[config.mk]
export PLATFORM = sky130hd
export DESIGN_NAME = blkfill_seq
export DESIGN_NICKNAME = d
export VERILOG_FILES = /design/src/rtl/blkfill_pkg.sv /design/src/rtl/blkfill_phase_timer.sv /design/src/rtl/blkfill_word_ctr.sv /design/src/rtl/blkfill_ctrl.sv /design/src/rtl/blkfill_seq.sv
export SDC_FILE = /design/constraint.sdc
export NUM_CORES = 1
export LEC_CHECK = 0
export BUFFER_PORTS_ARGS = -buffer_cell sky130_fd_sc_hd__buf_2
export CORE_AREA = 8 8 74 76
export CTS_BUF_LIST = sky130_fd_sc_hd__clkbuf_8
export DETAILED_ROUTE_END_ITERATION = 6
export DIE_AREA = 0 0 82 84
export GPL_ROUTABILITY_DRIVEN = 0
export GPL_TIMING_DRIVEN = 0
export PLACE_DENSITY = 0.75
export SLEW_MARGIN = 10
export SYNTH_ARGS = -nofsm -noshare
export SYNTH_HDL_FRONTEND = slang
export SYNTH_SLANG_ARGS = --single-unit
[constraint.sdc]
create_clock -name clk -period 4.27 [get_ports clk]
set_clock_uncertainty 0.1 [all_clocks]
set_input_delay 0.427 -clock clk [delete_from_list [all_inputs] [get_ports clk]]
set_output_delay 0.427 -clock clk [all_outputs]
set_load 0.01 [all_outputs]
[src/rtl/blkfill_pkg.sv]
package blkfill_pkg;

  typedef enum logic [1:0] {
    PH_IDLE   = 2'd0,
    PH_ADDR   = 2'd1,
    PH_ACCESS = 2'd2,
    PH_XFER   = 2'd3
  } phase_t;

  // Busy cycles of one refill: address cycle plus access and transfer per word.
  function automatic int refill_cycles(input int words, input int lat, input int xfer);
    return 1 + words * (lat + xfer);
  endfunction

  function automatic int max2(input int a, input int b);
    return (a > b) ? a : b;
  endfunction

endpackage

[src/rtl/blkfill_phase_timer.sv]
module blkfill_phase_timer #(
  parameter int LAT_CYC  = 15,
  parameter int XFER_CYC = 1
) (
  input  logic clk,
  input  logic rst_n,
  input  logic load_access,
  input  logic load_xfer,
  output logic expired
);
  localparam int TW = $clog2(blkfill_pkg::max2(LAT_CYC, XFER_CYC) + 1);

  logic [TW-1:0] remain;

  always_ff @(posedge clk or negedge rst_n) begin
    if (!rst_n)
      remain <= '0;
    else if (load_access)
      remain <= TW'(LAT_CYC - 1);
    else if (load_xfer)
      remain <= TW'(XFER_CYC - 1);
    else if (remain != '0)
      remain <= remain - 1'b1;
  end

  assign expired = (remain == '0);

  initial begin
    assert (LAT_CYC >= 1 && XFER_CYC >= 1)
      else $error("phase timer needs at least one cycle per phase");
  end
endmodule

[src/rtl/blkfill_word_ctr.sv]
module blkfill_word_ctr #(
  parameter int WORDS = 4,
  localparam int IDX_W = (WORDS > 1) ? $clog2(WORDS) : 1
) (
  input  logic             clk,
  input  logic             rst_n,
  input  logic             clear,
  input  logic             step,
  output logic [IDX_W-1:0] idx,
  output logic             last
);
  always_ff @(posedge clk or negedge rst_n) begin
    if (!rst_n)
      idx <= '0;
    else if (clear)
      idx <= '0;
    else if (step && !last)
      idx <= idx + 1'b1;
  end

  assign last = (idx == IDX_W'(WORDS - 1));
endmodule

[src/rtl/blkfill_ctrl.sv]
module blkfill_ctrl
  import blkfill_pkg::*;
(
  input  logic   clk,
  input  logic   rst_n,
  input  logic   req_valid,
  input  logic   tmr_expired,
  input  logic   last_word,
  output phase_t phase,
  output logic   accept,
  output logic   load_access,
  output logic   load_xfer,
  output logic   word_step,
  output logic   done
);
  phase_t phase_nx;

  always_comb begin
    phase_nx    = phase;
    accept      = 1'b0;
    load_access = 1'b0;
    load_xfer   = 1'b0;
    word_step   = 1'b0;
    done        = 1'b0;
    unique case (phase)
      PH_IDLE: if (req_valid) begin
        accept   = 1'b1;
        phase_nx = PH_ADDR;
      end
      PH_ADDR: begin
        load_access = 1'b1;
        phase_nx    = PH_ACCESS;
      end
      PH_ACCESS: if (tmr_expired) begin
        load_xfer = 1'b1;
        phase_nx  = PH_XFER;
      end
      PH_XFER: if (tmr_expired) begin
        word_step = 1'b1;
        if (last_word) begin
          done     = 1'b1;
          phase_nx = PH_IDLE;
        end else begin
          load_access = 1'b1;
          phase_nx    = PH_ACCESS;
        end
      end
      default: phase_nx = PH_IDLE;
    endcase
  end

  always_ff @(posedge clk or negedge rst_n) begin
    if (!rst_n) phase <= PH_IDLE;
    else        phase <= phase_nx;
  end
endmodule

[src/rtl/blkfill_seq.sv]
module blkfill_seq
  import blkfill_pkg::*;
#(
  parameter int ADDR_W   = 16,
  parameter int DATA_W   = 32,
  parameter int WORDS    = 4,
  parameter int LAT_CYC  = 15,
  parameter int XFER_CYC = 1,
  localparam int IDX_W   = (WORDS > 1) ? $clog2(WORDS) : 1,
  localparam int TOTAL   = refill_cycles(WORDS, LAT_CYC, XFER_CYC),
  localparam int CYC_W   = $clog2(TOTAL + 1)
) (
  input  logic              clk,
  input  logic              rst_n,
  input  logic              req_valid,
  input  logic [ADDR_W-1:0] req_addr,
  output logic              req_ready,
  output logic              bus_addr_strobe,
  output logic [ADDR_W-1:0] bus_addr,
  input  logic [DATA_W-1:0] bus_rdata,
  output logic              fill_valid,
  output logic [IDX_W-1:0]  fill_idx,
  output logic [DATA_W-1:0] fill_data,
  output logic              refill_done,
  output logic [CYC_W-1:0]  cycle_cnt
);
  localparam logic [ADDR_W-1:0] ALIGN_MASK = ~ADDR_W'(WORDS - 1);

  // Named internal events
  phase_t            phase;
  logic              ev_accept;
  logic              ev_load_access;
  logic              ev_load_xfer;
  logic              ev_word_step;
  logic              ev_done;
  logic              tmr_expired;
  logic              last_word;
  logic [IDX_W-1:0]  word_idx;
  logic [ADDR_W-1:0] base_q;

  blkfill_ctrl u_ctrl (
    .clk         (clk),
    .rst_n       (rst_n),
    .req_valid   (req_valid),
    .tmr_expired (tmr_expired),
    .last_word   (last_word),
    .phase       (phase),
    .accept      (ev_accept),
    .load_access (ev_load_access),
    .load_xfer   (ev_load_xfer),
    .word_step   (ev_word_step),
    .done        (ev_done)
  );

  blkfill_phase_timer #(
    .LAT_CYC  (LAT_CYC),
    .XFER_CYC (XFER_CYC)
  ) u_timer (
    .clk         (clk),
    .rst_n       (rst_n),
    .load_access (ev_load_access),
    .load_xfer   (ev_load_xfer),
    .expired     (tmr_expired)
  );

  blkfill_word_ctr #(
    .WORDS (WORDS)
  ) u_words (
    .clk   (clk),
    .rst_n (rst_n),
    .clear (ev_accept),
    .step  (ev_word_step),
    .idx   (word_idx),
    .last  (last_word)
  );

  always_ff @(posedge clk or negedge rst_n) begin
    if (!rst_n)         base_q <= '0;
    else if (ev_accept) base_q <= req_addr & ALIGN_MASK;
  end

  always_ff @(posedge clk or negedge rst_n) begin
    if (!rst_n)                  cycle_cnt <= '0;
    else if (ev_accept)          cycle_cnt <= CYC_W'(1);
    else if (ev_done)            cycle_cnt <= '0;
    else if (phase != PH_IDLE)   cycle_cnt <= cycle_cnt + 1'b1;
  end

  assign req_ready       = (phase == PH_IDLE);
  assign bus_addr_strobe = (phase == PH_ADDR);
  assign bus_addr        = bus_addr_strobe ? base_q : (base_q | ADDR_W'(word_idx));
  assign fill_valid      = (phase == PH_XFER) && tmr_expired;
  assign fill_idx        = word_idx;
  assign fill_data       = bus_rdata;
  assign refill_done     = ev_done;

  // Assertions
  assert_addr_after_accept_R2: assert property (@(posedge clk) disable iff (!rst_n)
    (req_valid && req_ready) |=> (bus_addr_strobe && !req_ready));

  assert_addr_hold_R3: assert property (@(posedge clk) disable iff (!rst_n)
    (!req_ready && !bus_addr_strobe && !fill_valid) |=> $stable(bus_addr));

  assert_single_strobe_R4: assert property (@(posedge clk) disable iff (!rst_n)
    $onehot0({bus_addr_strobe, fill_valid}));

  assert_idx_ascend_R5: assert property (@(posedge clk) disable iff (!rst_n)
    (fill_valid && !refill_done) |=> (fill_idx == $past(fill_idx) + 1'b1));

  assert_done_last_R6: assert property (@(posedge clk) disable iff (!rst_n)
    refill_done |-> (fill_valid && fill_idx == IDX_W'(WORDS - 1)));

  assert_budget_R6: assert property (@(posedge clk) disable iff (!rst_n)
    refill_done |-> (cycle_cnt == CYC_W'(TOTAL)));

  assert_ready_after_done_R6: assert property (@(posedge clk) disable iff (!rst_n)
    refill_done |=> req_ready);

  assert_idle_count_R8: assert property (@(posedge clk) disable iff (!rst_n)
    req_ready |-> (cycle_cnt == '0));

  initial begin
    assert ((WORDS & (WORDS - 1)) == 0 && WORDS >= 1)
      else $error("WORDS must be a power of two");
  end
endmodule

==> impl_results.md, run 1 <==
- Outcome: completed
- Maximum VDD drop: 0.3612 mV
- RSZ-0062 raised after global routing: no
- Root buf cell: clkbuf_8
- CTS tree: done
- Synth Cell Area: 0.001669 mm2
- Slowest Stage Delay on Critical Path: 400 ps
- Worst R2R Start: u_timer.remain[0]
- Slew @ Worst Pin: 639.1 ps
- Number of flops mapped to enable cells by yosys: 0
- Post-synth top area cell: dfrtp_1
- Area Growth Syn to Fin: 33.96%
- Largest net degree at the start of global routing: 30
- Worst Reg-to-Reg Cells: 7
- Critical Path Stages: 6
- Total routed wirelength: 3.998 mm
- Maxcap violations: 0
- Final min period: ~2400 ps
- Fin util: 52.44%
- Main flop type after synthesis: dfrtp_1
- Critical Path Start: u_timer.remain[0]
- Slew HR: 57.39%
- Sequential share of the synthesized area: 43.48%
- Setup-failing EPs final: 0
- Ranking of synthesized cells by area: dfrtp_1 43%, buf_4 15%, mux2_1 5.4%
- # hold bufs at CTS: 0
- Antenna violations before repair: 0
- Die Y-Extent: 84 um
- Fin. max-slew vios: 0
- CTS Sinks: 29
- Congestion Overflow GR: 0
- DRT iter0 DRCs: 37
- Post-route clock period utilization: 56.47%
- WL/cell: 13.74 um
- Setup TNS: 0 ps
- 1st-pass router iterations: 4
- DR vias: 1,355
- First-pass GRT wire length: 6.361 mm
- Residual DRC: 0
- Asr flop ratio synth: 100.0%
- Power Dens Cells: ~620 mW/mm2
- DPL Wire Length: 3.197 mm
- Total GRT Usage: 11.42%
- Synth unique cells: 43
- Mapped Cells: 154
- Die W: a little over 80 um
- Cts repair resizes: 0
- H-tree lvl count: 2
- Final Hold Violating Endpoints: 0
- Crit-path slowest cell: dfrtp_1
- Critical Path Fanout Max: 9
- Crit start category: register
- FMAX: about 0.41 GHz
- Area of the die: 0.006888 mm2
- CTS clk-pin slew, worst paths: 60 ps
- Avg Inst Size Synth: 10.84 um2
- CP cell instances: inv_1 -> ha_1 -> nor3b_4 -> and4_1 -> buf_6 -> buf_2
- Vias in the first global route: roughly 1,400
- CTS buffer count: 5
- Max Root-Sink Buffers: 2
- Core area: 0.004264 mm2
- Layout Nets: around 300
- Share of layout cells above drive strength 1: 54.39%
- Row count: 24
- Postcts setup bufs: 0
- Post-Syn Nets: 208
- Commonest non-fill, non-tap cell in the layout: buf_2
- Commonest non-fill, non-tap cells in the layout: 77 x buf_2, 33 x buf_4, 29 x dfrtp_1
- Post-route ant nets: 0
- Clock latency on the worst-skew pair: 270 ps
- CP arrival: 1880 ps
- Hold/Removal Path Class: in2async
- Top Ports: approximately 110
- Nature of the critical path endpoint: primary output
- Buffer and inverter count on the worst path: 3
- Via density: 4.656
- Ys Warns: 0
- PortBufs: 77
- CP top delay family: simple AND/OR/NAND/NOR gates
- Initial core utilization: 39.14%
- Antenna fix cells: 0
- CP Class: reg2out
- Yosys reg bits: 29
- Critical Path RT: roughly 3700 ps
- Proportion of netlist area held by the largest area contributor: 43.48%
- LEAKAGE: about 1.2 nW
synth_stat cells, types with 2 or more instances:
cell and instances:
nor2_1 9, inv_1 7, ha_1 3, buf_4 33, nor3_1 2, xnor2_1 3, and3_1 2, mux2_4 6
mux2_1 8, and2_1 3, o221ai_1 2, dfrtp_1 29, nand2_1 4, nand2b_1 2, nand3_1 3, o21ai_1 2
a21oi_1 4, clkbuf_1 2, buf_6 3, a31oi_1 2, o21ai_0 3
area by class of cell:
type | instances | area (um2)
Buffer | 39 | 304.0
Clock buffer | 6 | 82.58
Clock inverter | 2 | 33.78
Fill cell | 406 | 2028
Inverter | 8 | 30.03
Multi-Input combinational cell | 78 | 609.3
Sequential cell | 29 | 725.7
Tap cell | 52 | 65.06
Timing Repair Buffer | 77 | 385.4
stage by stage:
step / hold WS, ps / worst slack, ps / cells / instance area [um2] / power (W)
4_1_cts: 101.9 / 1857 / 291 / 2236 / 0.001415
2_1_floorplan: 31.41 / 2434 / 154 / 1669 / 0.0008936
3_5_place_dp: 370.5 / 2171 / 283 / 2120 / 0.001117
6_report: 73.74 / 1859 / 291 / 2236 / 0.001389
3_3_place_gp: 363.2 / 2183 / 283 / 2120 / 0.001093
5_1_grt: 129.4 / 1748 / 291 / 2236 / 0.001501
metal layers:
metal  vias to the layer above  wire (um)  GRT usage [%]
met1                       624       1625          13.79
met4                         0          9          2.875
met3                         2        453          4.418
met2                        65       1910          18.25
met5                         -          0              0
li1                        664          -              -
where the power goes:
part / internal (W) / switching (W)
logic: 0.000305 / 0.000285
registers: 0.000409 / 0.000102
clock network: 0.000188 / 0.000101
path summary, 6_finish.rpt:
kind | slack [ps] | endpoint
max in group asynchronous | 3580 | u_ctrl.phase[0]
worst min register to register | 380 | base_q[4]
worst max register to register | 2330 | cycle_cnt[5]
min in group clk | 270 | base_q[4]
worst min-delay path | 70 | u_timer.remain[1]
worst max-delay path | 1860 | refill_done
kinds of logic (layout without fill, tap and decap cells):
kind of cell             Yosys count  in the layout  share of synthesized area, %
multiplexers                      15             15                         11.39
AO/OA/AOI/OAI                     22             22                         8.996
buffers and inverters             47            132                         20.01
AND/OR/NAND/NOR                   34             34                         11.77
flip-flops                        29             29                         43.48
XOR/XNOR                           4              4                         2.099
adder cells (fa/ha/maj)            3              3                         2.249
registers in the layout (all words and copies together), names as in the netlist:
signal / cells
base_q: 14
cycle_cnt: 7
u_timer.remain: 4
u_ctrl.phase: 2
u_words.idx: 2
Note: power is estimated with default switching activity, not from simulation.
==> run 2: changes to the inputs <==
==> constraint.sdc (replaced) <==
create_clock -name clk -period 2.35 [get_ports clk]
set_clock_uncertainty 0.1 [all_clocks]
set_input_delay 0.235 -clock clk [delete_from_list [all_inputs] [get_ports clk]]
set_output_delay 0.235 -clock clk [all_outputs]
set_load 0.01 [all_outputs]
==> impl_results.md, run 2 (synthesized netlist as in run 1, its figures left out) <==
- Outcome: completed
- DR vias: 1,357 (+0.15%)
- Row count: 24 (unchanged)
- CTS tree: done
- Maxcap violations: 0 (unchanged)
- Root buf cell: clkbuf_8
- Nature of the critical path endpoint: primary output
- First-pass GRT wire length: 6.361 mm (unchanged)
- CP top delay family: simple AND/OR/NAND/NOR gates
- Antenna violations before repair: 0 (unchanged)
- DRT iter0 DRCs: 37 (unchanged)
- Die W: 82 um (unchanged)
- WL/cell: 13.69 um (-0.34%)
- Cts repair resizes: 0 (unchanged)
- DPL Wire Length: 3.197 mm (unchanged)
- Largest net degree at the start of global routing: 30 (unchanged)
- Clock latency on the worst-skew pair: 270 ps (about the same)
- Critical Path RT: 2020 ps (-1720 ps)
- Commonest non-fill, non-tap cells in the layout: 77 x buf_2, 33 x buf_4, 29 x dfrtp_1
- CTS buffer count: 5 (unchanged)
- Final Hold Violating Endpoints: 0 (unchanged)
- Slew @ Worst Pin: 641.3 ps (+2.195 ps)
- Area of the die: 0.006888 mm2 (unchanged)
- Biggest regs: base_q (14), cycle_cnt (7), u_timer.remain (4)
- Slew HR: 57.25% (-0.15 points)
- Vias in the first global route: 1,383 (unchanged)
- Maximum VDD drop: 0.6564 mV (+82%)
- Residual DRC: 0 (unchanged)
- R2r setup slk: 410 ps (-1920 ps)
- Max reg flops: 14 (unchanged)
- DP Worst Slack: 439.2 ps (-1732 ps)
- Post-route ant nets: 0 (unchanged)
- Postcts setup bufs: 0 (unchanged)
- Layout Nets: 293 (+0.34%)
- CP Class: reg2out
- PortBufs: 77 (unchanged)
- CTS clk-pin slew, worst paths: 60 ps (about the same)
- Hold/Removal Path Class: in2reg
- Top Ports: 112 (unchanged)
- Power Dens Cells: 1124 mW/mm2 (+81%)
- Final worst slack: 130.8 ps (-1728 ps)
- Buffer and inverter count on the worst path: 3 (unchanged)
- Initial core utilization: 39.14% (unchanged)
- Area Growth Syn to Fin: 34.56%
- Critical Path Stages: 6 (unchanged)
- Max Root-Sink Buffers: 2 (unchanged)
- Core area: 0.004264 mm2 (unchanged)
- LEAKAGE: 1.199 nW (+0.35%)
- Die Y-Extent: 84 um (unchanged)
- CTS Sinks: 29 (unchanged)
- Setup-failing EPs final: 0 (unchanged)
- Crit start category: register
- Slowest Stage Delay on Critical Path: 400 ps (about the same)
- Via density: 4.647 (-0.20%)
- Fin. max-slew vios: 0 (unchanged)
- Total routed wirelength: 3.998 mm (unchanged)
- Worst Reg-to-Reg Cells: 7 (unchanged)
- Commonest non-fill, non-tap cell in the layout: buf_2
- Setup TNS: 0 ps (unchanged)
- Congestion Overflow GR: 0 (unchanged)
- H-tree lvl count: 2 (unchanged)
- # hold bufs at CTS: 1 (+1)
- 1st-pass router iterations: 4 (unchanged)
- Critical Path Fanout Max: 9 (unchanged)
- Top reg by flops: base_q
- CP arrival: 1880 ps (about the same)
- RSZ-0062 raised after global routing: no
- Share of layout cells above drive strength 1: 54.17% (-0.23 points)
- FMAX: 0.4506 GHz
- Hold Path Cell Cnt: 2
- Worst hold slack: 77.80 ps (+4.061 ps)
- Final min period: 2219 ps
- Post-route clock period utilization: 94.44%
- CP cell instances: inv_1 -> ha_1 -> nor3b_4 -> and4_1 -> buf_6 -> buf_2
- Total GRT Usage: 11.42% (unchanged)
- Crit-path slowest cell: dfrtp_1
- Antenna fix cells: 0 (unchanged)
==> run 2: worst paths after layout <==
check	start	to
max in group asynchronous	rst_n	u_ctrl.phase[0]
worst min-delay path	req_addr[4]	base_q[4]
min in group asynchronous	rst_n	u_timer.remain[1]
worst max-delay path	u_timer.remain[0]	refill_done
worst max register to register	u_timer.remain[0]	cycle_cnt[5]
worst min register to register	base_q[4]	base_q[4]
==> run 2: final cells by class <==
cell class	count	area (um2)
timing repair buffer	78	395.4
buffer	39	304.0
clock inverter	2	33.78
clock buffer	6	82.58
multi-input combinational	78	609.3
inverter	8	30.03
fill	405	2018
sequential	29	725.7
tap	52	65.06
==> run 2: through the flow <==
step,util (%),cells,total power (W),area [um2]
2_1_floorplan,-,154,0.001624,1669
5_1_grt,52.67,292,0.002728,2246
4_1_cts,52.67,292,0.002572,2246
3_5_place_dp,49.71,283,0.002029,2120
6_report,52.67,292,0.002525,2246
3_3_place_gp,49.71,283,0.001986,2120
==> run 2: per-layer routing <==
metal  vias up  global-route usage [%]  wire length [um]
li1        666                       -                 -
met5         -                       0                 0
met4         0                   2.875                 9
met1       622                   13.85              1630
met2        67                   18.25              1907
met3         2                   4.310               451
==> run 2: power breakdown <==
part | total [W] | switching [W] | internal (W)
clock | 0.000524 | 0.000183 | 0.000341
sequential | 0.000928 | 0.000186 | 0.000743
combinational | 0.00107 | 0.000517 | 0.000556
total | 0.00252 | 0.000886 | 0.00164
==> run 2: worst register-to-register path, stage by stage (launching register included) <==
cell     delay [ps]
dfrtp_1         400
inv_1            90
ha_1            190
nor3b_4         390
and4_1          260
buf_6           140
o31ai_1          80
a22o_1          180
